File: src/rtl/dcp_pkg.sv
// Package: shared types for the delay-code programming port.
// Assumes the bundle of control pins is synchronised as one vector.
package dcp_pkg;
    typedef struct packed {
        logic mode;   // 1 = serial loading
        logic en;     // latch / transfer enable
        logic sck;    // serial clock
        logic sdi;    // serial data
    } ctl_t;
    localparam int CTL_W = $bits(ctl_t);
endpackage

File: src/rtl/dcp_sync.sv
// Module: dcp_sync
// Multi-stage synchroniser for a bundle of asynchronous pins.
// Assumes STAGES >= 2; all bits reset to 0.
module dcp_sync #(
    parameter int W      = 12,
    parameter int STAGES = 2
) (
    input  logic         clk,
    input  logic         rst_n,
    input  logic [W-1:0] d,
    output logic [W-1:0] q
);
    logic [STAGES-1:0][W-1:0] st;

    // Shift the pin bundle through the synchroniser chain.
    always_ff @(posedge clk) begin
        if (!rst_n) st <= '0;
        else        st <= {st[STAGES-2:0], d};
    end

    assign q = st[STAGES-1];
endmodule

File: src/rtl/dcp_loader.sv
// Module: dcp_loader
// Holds the shift register and the active code. In parallel mode it loads both
// while the enable is high. In serial mode it shifts on serial clock rises and
// commits on the enable's fall. Assumes all inputs are already synchronous.
module dcp_loader #(
    parameter int W = 8
) (
    input  logic         clk,
    input  logic         rst_n,
    input  logic         mode_s,
    input  logic         en_s,
    input  logic         sck_s,
    input  logic         sdi_s,
    input  logic [W-1:0] par_s,
    output logic [W-1:0] code_o,
    output logic         sdo_o,
    output logic         upd_o
);
    logic         sck_d, en_d;
    logic         sck_rise, en_fall;
    logic [W-1:0] sreg_q, sreg_nx, code_q, code_nx;

    assign sck_rise = sck_s & ~sck_d;
    assign en_fall  = ~en_s & en_d;

    // Choose the next shift-register and code values from the mode and edges.
    always_comb begin
        sreg_nx = sreg_q;
        code_nx = code_q;
        if (!mode_s && en_s) begin
            sreg_nx = par_s;
            code_nx = par_s;
        end else if (mode_s && en_s && sck_rise) begin
            sreg_nx = {sreg_q[W-2:0], sdi_s};
        end else if (mode_s && en_fall) begin
            code_nx = sreg_q;
        end
    end

    // Register edge history, shift register and active code.
    always_ff @(posedge clk) begin
        if (!rst_n) begin
            sck_d  <= 1'b0;
            en_d   <= 1'b0;
            sreg_q <= '0;
            code_q <= '0;
        end else begin
            sck_d  <= sck_s;
            en_d   <= en_s;
            sreg_q <= sreg_nx;
            code_q <= code_nx;
        end
    end

    assign upd_o  = (code_nx != code_q);
    assign code_o = code_q;
    assign sdo_o  = sreg_q[W-1];

    assert_par_follow_R2: assert property (@(posedge clk) disable iff (!rst_n)
        (!mode_s && en_s) |=> (code_q == $past(par_s)));
    assert_shift_in_R3: assert property (@(posedge clk) disable iff (!rst_n)
        (mode_s && en_s && sck_rise) |=> (sreg_q[0] == $past(sdi_s)));
    assert_idle_ignore_R3: assert property (@(posedge clk) disable iff (!rst_n)
        (mode_s && !en_s && !en_d) |=> ($stable(sreg_q) && $stable(code_q)));
    assert_hold_shift_R4: assert property (@(posedge clk) disable iff (!rst_n)
        (mode_s && en_s) |=> $stable(code_q));
    assert_commit_R4: assert property (@(posedge clk) disable iff (!rst_n)
        (mode_s && en_fall) |=> (code_q == $past(sreg_q)));
endmodule

File: src/rtl/dcp_settle.sv
// Module: dcp_settle
// Settling timer: reloads on every code update and counts down to zero.
// The settled flag is high while the count is zero. Assumes SETTLE_CYC >= 1.
module dcp_settle #(
    parameter int SETTLE_CYC = 16
) (
    input  logic clk,
    input  logic rst_n,
    input  logic upd_i,
    output logic settled_o
);
    localparam int CW = $clog2(SETTLE_CYC + 1);
    localparam logic [CW-1:0] LOAD = CW'(SETTLE_CYC);

    logic [CW-1:0] cnt;

    // Reload on update, otherwise count down until zero.
    always_ff @(posedge clk) begin
        if (!rst_n)         cnt <= '0;
        else if (upd_i)     cnt <= LOAD;
        else if (cnt != '0) cnt <= cnt - 1'b1;
    end

    assign settled_o = (cnt == '0);

    assert_cnt_range_R7: assert property (@(posedge clk) disable iff (!rst_n)
        cnt <= LOAD);
    assert_upd_drops_R7: assert property (@(posedge clk) disable iff (!rst_n)
        upd_i |=> !settled_o);
endmodule

File: src/rtl/dly_code_port.sv
// Module: dly_code_port (top)
// Dual-mode programming port for the delay code: a transparent parallel latch
// or a chainable serial shift register, selected by mode_sel. Assumes all pins
// are asynchronous; each is synchronised before use.
module dly_code_port #(
    parameter int CODE_W      = 8,
    parameter int SYNC_STAGES = 2,
    parameter int SETTLE_CYC  = 16
) (
    input  logic              clk,
    input  logic              rst_n,
    input  logic              mode_sel,
    input  logic              load_en,
    input  logic [CODE_W-1:0] par_code,
    input  logic              ser_clk,
    input  logic              ser_din,
    output logic              ser_dout,
    output logic [CODE_W-1:0] code_o,
    output logic              settled_o
);
    import dcp_pkg::*;
    localparam int BW = CTL_W + CODE_W;

    ctl_t              ctl_raw, ctl_s;
    logic [CODE_W-1:0] par_s;
    logic              upd;

    assign ctl_raw = '{mode: mode_sel, en: load_en, sck: ser_clk, sdi: ser_din};

    dcp_sync #(.W(BW), .STAGES(SYNC_STAGES)) u_sync (
        .clk   (clk),
        .rst_n (rst_n),
        .d     ({ctl_raw, par_code}),
        .q     ({ctl_s, par_s})
    );

    dcp_loader #(.W(CODE_W)) u_load (
        .clk    (clk),
        .rst_n  (rst_n),
        .mode_s (ctl_s.mode),
        .en_s   (ctl_s.en),
        .sck_s  (ctl_s.sck),
        .sdi_s  (ctl_s.sdi),
        .par_s  (par_s),
        .code_o (code_o),
        .sdo_o  (ser_dout),
        .upd_o  (upd)
    );

    dcp_settle #(.SETTLE_CYC(SETTLE_CYC)) u_settle (
        .clk       (clk),
        .rst_n     (rst_n),
        .upd_i     (upd),
        .settled_o (settled_o)
    );

    assert_reset_state_R8: assert property (@(posedge clk)
        !rst_n |=> (code_o == '0 && settled_o && !ser_dout));
    assert_change_unsettled_R7: assert property (@(posedge clk) disable iff (!rst_n)
        !$stable(code_o) |-> !settled_o);
    assert_settle_steady_R7: assert property (@(posedge clk) disable iff (!rst_n)
        $rose(settled_o) |-> $stable(code_o));
    assert_serial_ignores_par_R1: assert property (@(posedge clk) disable iff (!rst_n)
        (ctl_s.mode && ctl_s.en) |=> $stable(code_o));
endmodule

File: config.mk
export PLATFORM = sky130hd
export DESIGN_NAME = dly_code_port
export DESIGN_NICKNAME = d
export VERILOG_FILES = /design/src/rtl/dcp_pkg.sv /design/src/rtl/dcp_sync.sv /design/src/rtl/dcp_loader.sv /design/src/rtl/dcp_settle.sv /design/src/rtl/dly_code_port.sv
export SDC_FILE = /design/constraint.sdc
export NUM_CORES = 1
export LEC_CHECK = 0
export ABC_AREA = 1
export BUFFER_PORTS_ARGS = -buffer_cell sky130_fd_sc_hd__buf_2
export CAP_MARGIN = 5
export CORE_ASPECT_RATIO = 1.2
export CORE_MARGIN = 3
export CORE_UTILIZATION = 25
export CTS_CLUSTER_SIZE = 25
export DETAILED_ROUTE_END_ITERATION = 8
export SETUP_SLACK_MARGIN = 0.4
export SYNTH_ARGS = -nofsm -noshare
export SYNTH_HDL_FRONTEND = slang
export SYNTH_SLANG_ARGS = --single-unit
File: constraint.sdc
create_clock -name clk -period 1.3 [get_ports clk]
set_input_delay 0.13 -clock clk [delete_from_list [all_inputs] [get_ports clk]]
set_output_delay 0.13 -clock clk [all_outputs]
set_load 0.01 [all_outputs]
# == Word level (Yosys, flattened, before mapping) ==
# Index checks and enable logic that the tools add are counted.
# classes
reduce_logical,10
bitwise_logic,5
addsub,1
muxes,7
n_eq_ne,1
# op_table
cell,n
2-to-1 mux 8 bit,5
2-to-1 mux 5 bit,2
inequality test 8 bit,1
logical NOT 5 bit,1
nonzero test 5 bit,1
subtractor 5 x 1 -> 5 bit (second input constant),1
logical AND 1 bit,4
nonzero test 2 bit,2
inverter 1 bit,3
AND 1 bit,2
OR reduction 2 bit,1
logical NOT 1 bit,1
# word_totals
out_inout_bits,10
regBits,47
input_bits,14

# == Longest topological paths before layout ==
# Gate-level depths: netlist (run 1).
# depth
depth_word,8
mapped_depth,14
mapped_depth_nobuf,13

# == Hierarchy ==
# A second synthesis (run 1) with hierarchy kept.
# unflattened
hier_cells,279
area_unflattened_um2,2055.7
# by_module_without_submodules
module,n_inst,area_each_um2,cells_each
dcp_loader,1,1029.7,156
dcp_sync,1,773.2,86
dcp_settle,1,252.7,37

# == Worst setup path after synthesis (run 1) ==
# OpenSTA, ideal clock, no wires.
# synth_path
path_kind,register to register
from,"register u_sync.st, in the netlist u_sync.q[11]"
to,register u_settle.cnt[2]
required_ns,1.236
t_arrival_ns,1.344
path_slack_ns,-0.107
path_buffers,1
setup_time_ns,0.064
path_stages_with_launch,12
cell_sequence,dfxtp_1 -> buf_6 -> inv_2 -> nand2_2 -> or2_2 -> nand2_1 -> nor2_1 -> nor2_1 -> nand2_1 -> nor2_2 -> nand2_2 -> nor2_1
# synth_between
elab_chain_cells,6
elab_cells_between_ends,10
cone_classes,eq/ne: 1; mux: 3; reduce/logical: 6
# synth_lines
item,line_no,source
from (decl),dcp_sync.sv:13,logic [STAGES-1:0][W-1:0] st;
from (signal assigned),dcp_sync.sv:18,"else st <= {st[STAGES-2:0], d};"
logical AND 1 bit (on tied branches),"dcp_loader.sv:35, dcp_loader.sv:33",
2-to-1 mux 8 bit or logical AND 1 bit (tied branches),"dcp_loader.sv:35, dcp_loader.sv:33",
2-to-1 mux 8 bit,dcp_loader.sv:33,end else if (mode_s && en_s && sck_rise) begin
2-to-1 mux 8 bit *,dcp_loader.sv:30,if (!mode_s && en_s) begin
inequality test 8 bit *,dcp_loader.sv:55,assign upd_o = (code_nx != code_q);
OR reduction 2 bit (no source line) *,--,
to (signal assigned),dcp_settle.sv:21,else if (cnt != '0) cnt <= cnt - 1'b1;
to (decl),dcp_settle.sv:15,logic [CW-1:0] cnt;
# Mark *: on every way between the ends. The rest lies on a longest branch, timed or not.
# A chain may end at the register's enable or synchronous reset.

# == Worst setup path in the final report (run 1) ==
# Same ends and word-level chain as after synthesis.

==> qor.csv, run 1 <==
metric,value,unit
post-place-ws,-327,ps
ios,24,
tns,-885,ps
ant_nets,0,
maxCapViolCount,0,
crit_slowest_cell,dfxtp_4,
hold_class,in -> reg,
max_stage_delay,390,ps
vias,1720,
layout-drive-gt1-share,40.0,%
setup_slack,-190,ps
synth.area.top_cells,"dfxtp_1 (49%), nand2_1 (14%), inv_1 (9.5%)",
first_global_vias,1621,
areaGrowthSynthToFinish,45.3,%
n_fill_cell,746,
syn_nets,277,
cts_tree,yes,
worstRegToRegCells,12,
vias_per_cell,4.25,
critPathRequiredTime,1550,ps
yosysWarnings,0,
grt_max_degree,26,
netlist_instances,262,
leakagePower,1.41,nW
ctsHoldBuffers,0,
swShare,28.7,%
gp_congestion,0.820,
pwr_density_cell,1100,nW/µm²
dpl.hpwl,2830,µm
power,3.05,mW
row_count,34,
ir_worst_vdd,651,µV
min_from,ser_clk,
critPathMaxFanout,7,
critical_path_arrival,1740,ps
cpMostUsedCell,nand2_1,
rr_startpoint,u_sync.q[11]$_SDFF_PN0_,
htreeDepth,2,
worstMarginPinSlew,385,ps
core,7320,µm²
avgSynthCellArea,7.26,µm²
path_cells,nor2_4 > buf_6 > nand2_4 > nand2_2 > nor2_2 > nand2_1 > nand2_1 > nor2_1 > nand2_1 > nor2_2 > nand2_2 > nor2_1,
wl,4210,µm
yosysTopAreaCell,dfxtp_1,
grtUsageTotal,10.2,%
port_buffers,23,
die_h,102,µm
p_sw,878,µW
synthDistinctLibCells,25,
critical_path_class,reg -> reg,
drt-wirelength-per-cell,10.4,µm
cts_max_path_buffers,2,
grt_overflow,0,
synth_flop_cell,dfxtp_1,
hold_depth,3,
synth_seq_cells,47,
synth_top_area_share,49.4,%
drc,0,
cts-root-buf,clkbuf_8,
p_clk_share,28.5,%
die_w,85.6,µm
violations,setup timing,
skew,13.7,ps
seqPwrFrac,51.9,%
drv_slew,0,
ys_seq_area_share,49.4,%
p_int,2.18,mW
die_area,8700,µm²
max_freq,671,MHz
synthArstFlopShare,0,%
initial_core_util,26.0,%
maxSlewHeadroom,74.2,%
antenna_cells_inserted,0,
hold_violations,0,
synthesis.area,1900,µm²
numCtsBuffers,5,
grt_pass1_wl,7200,µm
hold_ws,9.95,ps
endpoint_kind,flip-flop,
clk_pin_slew_worst_paths,90,ps
period_needed,1490,ps
grt_setup_unrepaired,true,
final-setup-viol-count,5,
comb_power_share,19.6,%
synth-edff-count,0,
antenna_found_initial,0,
timing.rr.end,u_settle.cnt[2]$_SDFFE_PP0N_,
drt_iter0_markers,61,
dr.pass1.iters,4,
min_to,u_sync.st[9]$_SDFF_PN0_,
finalNetCount,329,
start_kind,flip-flop,
fin_crit_sh,115,%
cts.sinks,47,
clk-insertion-delay-late,300,ps
regToRegSetupSlack,-190,ps
status,finished with violations,
Yosys cell counts (2+ instances only):
cell and count:
xor2_1 2, nand2_2 6, clkbuf_1 4, o21ai_0 12, dfxtp_1 47, inv_2 2
nand3_1 8, a21oi_1 5, nor2_2 2, nand4_1 8, buf_6 3, inv_1 48
a31oi_1 4, nand2_1 71, nor2_1 30
layout make-up:
cell class	count	area [µm²]	share of cell area, %
clock inverter	3	20.0	0.724
multi-input combinational	157	952	34.4
inverter	51	194	7.01
clock buffer	5	68.8	2.49
timing repair buffer	52	454	16.4
tap	90	113	4.07
sequential	47	963	34.8
cell usage in the layout (no fill, tap or decap), drive strengths merged, types with 2 or more instances in the layout:
| master | netlist | layout |
|---|---|---|
| dfxtp | 47 | 47 |
| buf | 4 | 52 |
| a31oi | 4 | 4 |
| inv | 50 | 50 |
| clkinvlp | 0 | 2 |
| xor2 | 2 | 2 |
| o21ai | 12 | 12 |
| clkbuf | 4 | 5 |
| nor2 | 33 | 33 |
| nand4 | 8 | 8 |
| a21oi | 5 | 5 |
| clkinv | 1 | 2 |
| nand2 | 78 | 79 |
| nand3 | 8 | 8 |
state kept, by name, summed over array words and instances (netlist names):
| signal | flops |
|---|---|
| u_load.code_o | 8 |
| u_sync.st | 12 |
| u_load.sreg_q | 8 |
| u_load.en_d | 1 |
| u_settle.cnt | 5 |
| u_load.sck_d | 1 |
| u_sync.q | 12 |
stage by stage:
step                      std cells  instance area [µm²]  util (%)
after floorplan                 262                 1980         -
after detailed placement        384                 2290      31.3
final                           405                 2770      37.8
after global placement          384                 2290      31.3
after global routing            405                 2770      37.8
after CTS                       400                 2610      35.7
power groups by stage:
stage | Sequential [mW] | Combinational [mW] | Clock, mW
6_report | 1.58 | 0.600 | 0.869
5_1_grt | 1.60 | 0.685 | 0.967
4_1_cts | 1.58 | 0.566 | 0.896
3_5_place_dp | 1.61 | 0.502 | 0
3_3_place_gp | 1.61 | 0.492 | 0
2_1_floorplan | 1.60 | 0.366 | 0
worst max-delay path by stage:
stage,slack [ps],start,depth (start not counted),to
after CTS,-150,u_sync.q[10]$_SDFF_PN0_,10,u_settle.cnt[0]$_SDFFE_PP0N_
after global routing,-320,u_sync.q[10]$_SDFF_PN0_,11,u_settle.cnt[2]$_SDFFE_PP0N_
after detailed placement,-330,u_sync.q[11]$_SDFF_PN0_,10,u_settle.cnt[1]$_SDFFE_PP0N_
final,-190,u_sync.q[11]$_SDFF_PN0_,12,u_settle.cnt[2]$_SDFFE_PP0N_
after floorplan,-70,u_sync.q[11]$_SDFF_PN0_,13,u_settle.cnt[2]$_SDFFE_PP0N_
after global placement,-300,u_sync.q[11]$_SDFF_PN0_,10,u_settle.cnt[2]$_SDFFE_PP0N_
logic make-up (layout without fill, tap and decap cells):
| family | count (synthesis) | count (layout) | share of synthesized area (%) |
|---|---|---|---|
| buffers and inverters | 59 | 111 | 12.9 |
| XOR/XNOR | 2 | 2 | 0.921 |
| flip-flops | 47 | 47 | 49.4 |
| AO/OA/AOI/OAI | 23 | 23 | 6.64 |
| AND/OR/NAND/NOR | 130 | 131 | 29.5 |
| adder cells (fa/ha/maj) | 1 | 1 | 0.657 |
critical path, delay by kind of cell (launching register included):
family	cells	cell delay, ps
and+or+nand+nor	11	890
buffers and inverters	1	150
DFF	1	390
per-layer routing:
metal	up-vias	share of wire, %	track usage [%]
met1	774	42	11.7
met3	11	5.3	2.69
met4	0	2.0	2.80
met5	-	0	0
met2	41	51	18.6
li1	894	-	-
what timing repair did:
item / CTS / global route
pin swaps: 14 / 9
cloned: 1 / 0
endpoints found under the setup margin: 31 / 31
gates resized for setup: 51 / 33
buffers inserted: 7 / 5
(Power assumes the default switching activity.)
==> run 2: changes to the inputs <==
--- a/config.mk
+++ b/config.mk
@@ -16,4 +16,5 @@
 export SETUP_SLACK_MARGIN = 0.4
 export SYNTH_ARGS = -nofsm -noshare
 export SYNTH_HDL_FRONTEND = slang
+export SYNTH_HIERARCHICAL = 1
 export SYNTH_SLANG_ARGS = --single-unit
==> run 2 against run 1 <==
Against the previous run:
- the run still ends with setup timing left
- final cell count increased by 5.7%
- core utilization shrank 1.2 points
- cell area increased by 3.6%
- largest cell class unchanged
- die area grew 7.5%
- clock power up 5.6%
- wire length fell by 2.0%
- clock skew decreased by 1.6 ps
- critical path depth grew 2
- via count up 3.1%
- setup slack lost 140 ps
- hold slack better by 5.2 ps
- count of clock-buffer cells in the layout unchanged
==> qor.csv, run 2 <==
metric,value,unit,change
max_freq,615,MHz,-8.5%
die_area,9350,µm²,+7.5%
ios,24,,unchanged
min_to,u_sync/st[5]$_SDFF_PN0_,,
yosysMostFrequentCell,nand2_1,,
synthArstFlopShare,0,%,unchanged
fin_crit_sh,125,%,+11 points
layout-drive-gt1-share,36.9,%,-3.1 points
grt_overflow,0,,unchanged
synth_top_area_share,45.8,%,-3.7 points
critPathRequiredTime,1540,ps,about the same
synthesis.area,2060,µm²,+8.0%
instances_no_fill,428,,+5.7%
n_fill_cell,832,,+12%
setup_slack,-327,ps,-138 ps
dr.pass1.iters,4,,unchanged
power,3.41,mW,+12%
layout_common_cells,"nand2_1 (78), inv_1 (44), dfxtp_1 (35), buf_6 (22), buf_4 (21)",,
regToRegSetupSlack,-330,ps,-140 ps
ir_worst_vdd,396,µV,-39%
endpoint_kind,flip-flop,,
synthDistinctLibCells,21,,-16%
synth_flop_cell,dfxtp_1,,
cpMostUsedCell,nand2_1,,
crit_slowest_cell,dfxtp_4,,
drv_slew,0,,unchanged
post-place-ws,-477,ps,-150 ps
die_w,88.8,µm,+3.7%
maxCapViolCount,0,,unchanged
netlist_top_cells_count,"nand2_1 (90), dfxtp_1 (47), inv_1 (47)",,
maxSlewHeadroom,77.5,%,+3.3 points
cts.sinks,47,,unchanged
gp_congestion,0.829,,+1.0%
timing.rr.end,u_settle/cnt[0]$_SDFFE_PP0P_,,
violations,setup timing,,
row_count,35,,+2.9%
hold_depth,3,,unchanged
first_global_vias,1633,,+0.74%
cts-root-buf,clkbuf_8,,
hold_violations,0,,unchanged
clk_pin_slew_worst_paths,90,ps,about the same
areaGrowthSynthToFinish,39.4,%,
antenna_cells_inserted,0,,unchanged
design_area,2870,µm²,+3.6%
yosysTopAreaCell,dfxtp_1,,
numCtsBuffers,5,,unchanged
pwr_density_cell,1190,nW/µm²,+7.7%
rr_startpoint,u_sync/q[10]$_SDFF_PN0_,,
max_stage_delay,400,ps,about the same
synth_top_family_by_area,simple AND/OR/NAND/NOR gates,,
ys_seq_area_share,45.8,%,-3.7 points
drt_iter0_markers,102,,+67%
final-setup-viol-count,5,,unchanged
min_from,par_code[5],,
worstRegToRegCells,14,,+2
swShare,30.5,%,+1.8 points
critical_path_arrival,1870,ps,+130 ps
antenna_found_initial,0,,unchanged
drt-wirelength-per-cell,9.63,µm,-7.3%
synth_seq_cells,47,,unchanged
p_sw,1.04,mW,+19%
tns,-1540,ps,-655 ps
synth_xor_area_share,0.426,%,-0.49 points
clk-insertion-delay-late,300,ps,about the same
cts_max_path_buffers,2,,unchanged
leakagePower,1.46,nW,+3.1%
cts_tree,yes,,
path_cells,inv_6 > nor2_4 > nand2_2 > nand2_4 > nor2_2 > nand2_1 > nand2_1 > inv_1 > nand2_1 > nor2_1 > nand2_1 > nor2_2 > nand2_1 > nor2_1,,
status,finished with violations,,
grt_pass1_wl,7070,µm,-1.9%
start_kind,flip-flop,,
seqPwrFrac,47.9,%,-4.0 points
yosysWarnings,6,,+6
vias,1773,,+3.1%
synth_mux_area_share,0,%,unchanged
grt_setup_unrepaired,true,,
drc,0,,unchanged
place_area,2370,µm²,+3.4%
grtUsageTotal,9.43,%,-0.76 points
avgSynthCellArea,7.37,µm²,+1.4%
placed_cells,401,,+4.4%
post-route-util,36.6,%,-1.2 points
p_int,2.37,mW,+8.9%
skew,12.1,ps,-1.62 ps
critical_path_class,reg -> reg,,
grt_max_degree,27,,+3.8%
hold_ws,15.1,ps,+5.17 ps
ant_nets,0,,unchanged
finalNetCount,350,,+6.4%
vias_per_cell,4.14,,-2.5%
core,7840,µm²,+7.1%
synth-compound-area-share,5.84,%,-0.80 points
comb_power_share,25.1,%,+5.5 points
synth.area.top_cells,"dfxtp_1 (46%), nand2_1 (16%), inv_1 (8.6%)",,
dpl.hpwl,2860,µm,+0.89%
synth-edff-count,0,,unchanged
hold_class,in -> reg,,
critPathMaxFanout,8,,+1
worstMarginPinSlew,337,ps,-47.6 ps
netlist_instances,279,,+6.5%
layout.cells.most_common,nand2_1,,
synthSimpleGateAreaFrac,31.2,%,+1.8 points
port_buffers,23,,unchanged
initial_core_util,26.2,%,+0.22 points
p_clk_share,26.9,%,-1.6 points
syn_nets,294,,+6.1%
die_h,105,µm,+3.7%
period_needed,1630,ps,+138 ps
wl,4120,µm,-2.0%
htreeDepth,2,,unchanged
synth_adder_area_share,0.609,%,-0.049 points
## run 2: critical path, delay by kind of cell (launching register included)
kind	cells	cell delay [ps]
buf+inv	2	120
simple gates	12	1050
flops	1	400
## run 2: how the worst max path moves through the flow
stage	to	from	slack [ps]
floorplan	u_settle/cnt[2]$_SDFFE_PP0P_	u_sync/q[11]$_SDFF_PN0_	-190
global placement	u_settle/cnt[3]$_SDFFE_PP0P_	u_sync/q[10]$_SDFF_PN0_	-450
detailed placement	u_settle/cnt[2]$_SDFFE_PP0P_	u_sync/q[10]$_SDFF_PN0_	-480
CTS	u_settle/cnt[2]$_SDFFE_PP0P_	u_sync/q[10]$_SDFF_PN0_	-350
global route	u_settle/cnt[2]$_SDFFE_PP0P_	u_sync/q[11]$_SDFF_PN0_	-500
finish	u_settle/cnt[0]$_SDFFE_PP0P_	u_sync/q[10]$_SDFF_PN0_	-330
## run 2: timing repair
action	in CTS	in global routing
cloned	0	1
gates resized for setup	53	13
setup buffers	6	4
endpoints found under the setup margin	31	31
endpoints found under the hold margin	8	0
hold buffers	8	0
pin swaps	4	7
## run 2: cell families (layout without fill, tap and decap cells)
logic type / count (synthesis) / after routing
DFF: 47 / 47
and+or+nand+nor: 143 / 143
buffers and inverters: 65 / 122
xor gates and xnor gates: 1 / 1
AOI/OAI and AO/OA: 22 / 22
adders and majority gates: 1 / 1
## run 2: power groups by stage
stage | combinational [mW] | clock (mW) | sequential (mW)
2_1_floorplan | 0.561 | 0 | 1.64
6_report | 0.857 | 0.918 | 1.63
4_1_cts | 0.813 | 0.965 | 1.63
5_1_grt | 0.986 | 1.03 | 1.65
3_3_place_gp | 0.695 | 0 | 1.66
3_5_place_dp | 0.706 | 0 | 1.66
## run 2: layer usage
| layer | GRT usage [%] | wire (µm) | vias up |
|---|---|---|---|
| met5 | 0 | 0 | - |
| met3 | 1.88 | 169 | 7 |
| li1 | - | - | 947 |
| met4 | 3.89 | 91 | 0 |
| met2 | 15.5 | 2010 | 41 |
| met1 | 11.8 | 1840 | 778 |
## run 2: cell type report
type | instances | area, µm² | share of cell area, %
Multi-Input combinational cell | 167 | 912 | 31.8
Tap cell | 92 | 115 | 4.02
Clock buffer | 5 | 68.8 | 2.40
Sequential cell | 47 | 961 | 33.5
Clock inverter | 3 | 26.3 | 0.917
Inverter | 47 | 181 | 6.33
Timing Repair Buffer | 67 | 601 | 21.0
==> run 3: changes to the inputs <==
--- a/config.mk
+++ b/config.mk
@@ -9,10 +9,11 @@
 export BUFFER_PORTS_ARGS = -buffer_cell sky130_fd_sc_hd__buf_2
 export CAP_MARGIN = 5
 export CORE_ASPECT_RATIO = 1.2
-export CORE_MARGIN = 3
-export CORE_UTILIZATION = 25
+export CORE_MARGIN = 2
+export CORE_UTILIZATION = 51
 export CTS_CLUSTER_SIZE = 25
 export DETAILED_ROUTE_END_ITERATION = 8
+export PLACE_DENSITY = 0.74
 export SETUP_SLACK_MARGIN = 0.4
 export SYNTH_ARGS = -nofsm -noshare
 export SYNTH_HDL_FRONTEND = slang
==> run 3 against run 2 <==
Against the previous run:
- the run still ends with setup timing left
- non-clock buffer count up 5
- critical path depth down 1
- wire length up 17%
- via count up 6.9%
- sequential cell count unchanged
- critical endpoint is now u_settle/cnt[3]$_SDFFE_PP0P_
- largest power group unchanged
==> qor.csv, run 3 (synthesized netlist as in run 2, its figures left out) <==
metric,value,unit,change
first_global_vias,1657,,+1.5%
hold_ws,5.59,ps,-9.54 ps
grt_max_degree,18,,-33%
path_cells,buf_6 > nor2_4 > buf_6 > nor2_4 > nor2_4 > nand2_1 > nand2_1 > nand2_1 > nor2_2 > nand2_2 > nor2_4 > nand2_2 > nor2_1,,
maxSlewHeadroom,80.2,%,+2.7 points
instances_no_fill,395,,-7.7%
areaGrowthSynthToFinish,40.9,%,
critPathMaxFanout,5,,-3
layout.cells.most_common,nand2_1,,
period_needed,1780,ps,+156 ps
ant_nets,0,,unchanged
layout-drive-gt1-share,40.2,%,+3.3 points
ir_worst_vdd,1190,µV,+200%
met3_usage,5.63,%,+3.8 points
critPathRequiredTime,1550,ps,about the same
gp_congestion,0.812,,-2.1%
worstPathBufferInverterCount,2,,unchanged
grt_overflow,0,,unchanged
cts_tree,yes,,
start_kind,flip-flop,,
max_freq,561,MHz,-8.7%
crit_slowest_cell,dfxtp_4,,
die_h,73.6,µm,-30%
hold_violations,0,,unchanged
grt_setup_unrepaired,true,,
finalNetCount,355,,+1.4%
drt_iter0_markers,91,,-11%
violations,setup timing,,
worstMarginPinSlew,297,ps,-40.4 ps
setup_slack,-483,ps,-156 ps
fin_crit_sh,137,%,+12 points
skew,6.78,ps,-5.32 ps
die_w,62.0,µm,-30%
die_area,4560,µm²,-51%
gr-usage-met1,23.6,%,+12 points
antenna_found_initial,0,,unchanged
clk-insertion-delay-late,310,ps,about the same
post-route-util,74.1,%,+38 points
final-setup-viol-count,8,,+3
grt_use_met2,31.8,%,+16 points
max_stage_delay,380,ps,-20 ps
endpoint_kind,flip-flop,,
leakagePower,1.52,nW,+4.4%
drc,0,,unchanged
hold_class,in -> reg,,
critPathTopFamily,simple AND/OR/NAND/NOR gates,,
cts-root-buf,clkbuf_8,,
grt_pass1_wl,6830,µm,-3.3%
placed_cells,364,,-9.2%
initial_core_util,52.6,%,+26 points
htreeDepth,2,,unchanged
wl,4840,µm,+17%
antenna_cells_inserted,0,,unchanged
port_buffers,23,,unchanged
grtUsageTotal,20.1,%,+11 points
top_usage_layer,met2,,
vias,1895,,+6.9%
critical_path_arrival,2030,ps,+160 ps
maxCapViolCount,0,,unchanged
status,finished with violations,,
drv_slew,0,,unchanged
row_count,25,,-29%
cpMostUsedCell,nor2_4,,
core,3910,µm²,-50%
post-place-ws,-525,ps,-48.0 ps
pwr_density_cell,1290,nW/µm²,+8.5%
clk_pin_slew_worst_paths,90,ps,about the same
vias_per_cell,4.80,,+16%
ios,24,,unchanged
dr.pass1.iters,4,,unchanged
cts_max_path_buffers,2,,unchanged
cts.sinks,47,,unchanged
layout_common_cells,"nand2_1 (77), inv_1 (42), dfxtp_1 (34), buf_4 (28), buf_6 (20)",,
numCtsBuffers,5,,unchanged
dpl.hpwl,2600,µm,-9.1%
drt-wirelength-per-cell,12.3,µm,+27%
critical_path_class,reg -> reg,,
## run 3: where the power goes
group | switching (mW) | total (mW) | internal, mW
clock network | 0.544 | 0.942 | 0.399
logic | 0.562 | 1.15 | 0.588
registers | 0.0902 | 1.65 | 1.56
total | 1.20 | 3.74 | 2.54
## run 3: area by class of cell
| class | instances | area (µm²) |
|---|---|---|
| flip-flops and latches | 47 | 967 |
| repair buffers | 72 | 636 |
| clock buffers | 5 | 68.8 |
| multi-input cells | 167 | 948 |
| fillers | 286 | 1010 |
| well taps | 54 | 67.6 |
| clock inverters | 3 | 27.5 |
| inverters | 47 | 181 |
## run 3: worst register-to-register path, cell delays in order, from the launching register on
cell,delay (ps)
dfxtp_4,380
buf_6,120
nor2_4,180
buf_6,150
nor2_4,50
nor2_4,100
nand2_1,70
nand2_1,70
nand2_1,70
nor2_2,140
nand2_2,100
nor2_4,150
nand2_2,80
nor2_1,90
## run 3: final timing paths
kind / slack (ps) / endpoint / depth (start not counted) / startpoint
setup / recovery: -480 / u_settle/cnt[3]$_SDFFE_PP0P_ / 13 / u_sync/q[10]$_SDFF_PN0_
hold / removal: 6 / u_sync/st[5]$_SDFF_PN0_ / 3 / par_code[5]
setup reg to reg: -480 / u_settle/cnt[3]$_SDFFE_PP0P_ / 13 / u_sync/q[10]$_SDFF_PN0_
hold reg to reg: 410 / u_sync/q[1]$_SDFF_PN0_ / 2 / u_sync/st[1]$_SDFF_PN0_
## run 3: stage by stage
stage	power [mW]	instance area, µm²	TNS, ps
final	3.74	2900	-2300
after global routing	3.92	2900	-3020
after detailed placement	2.37	2330	-3920
after CTS	3.37	2700	-1710
after global placement	2.34	2330	-3340
after floorplan	2.21	2100	-851
## run 3: layer usage
layer / up-vias / routed length (µm)
met5: - / 0
met4: 0 / 249
met3: 25 / 202
met2: 64 / 2430
met1: 851 / 1960
li1: 955 / -
## run 3: timing repair
| item | 4_1_cts | 5_1_grt |
|---|---|---|
| setup buffers | 5 | 8 |
| hold buffers | 9 | 0 |
| endpoints found under the setup margin | 31 | 31 |
| endpoints found under the hold margin | 9 | 0 |
| gates resized for setup | 50 | 33 |
| gates cloned | 0 | 1 |
| pin swaps | 12 | 25 |
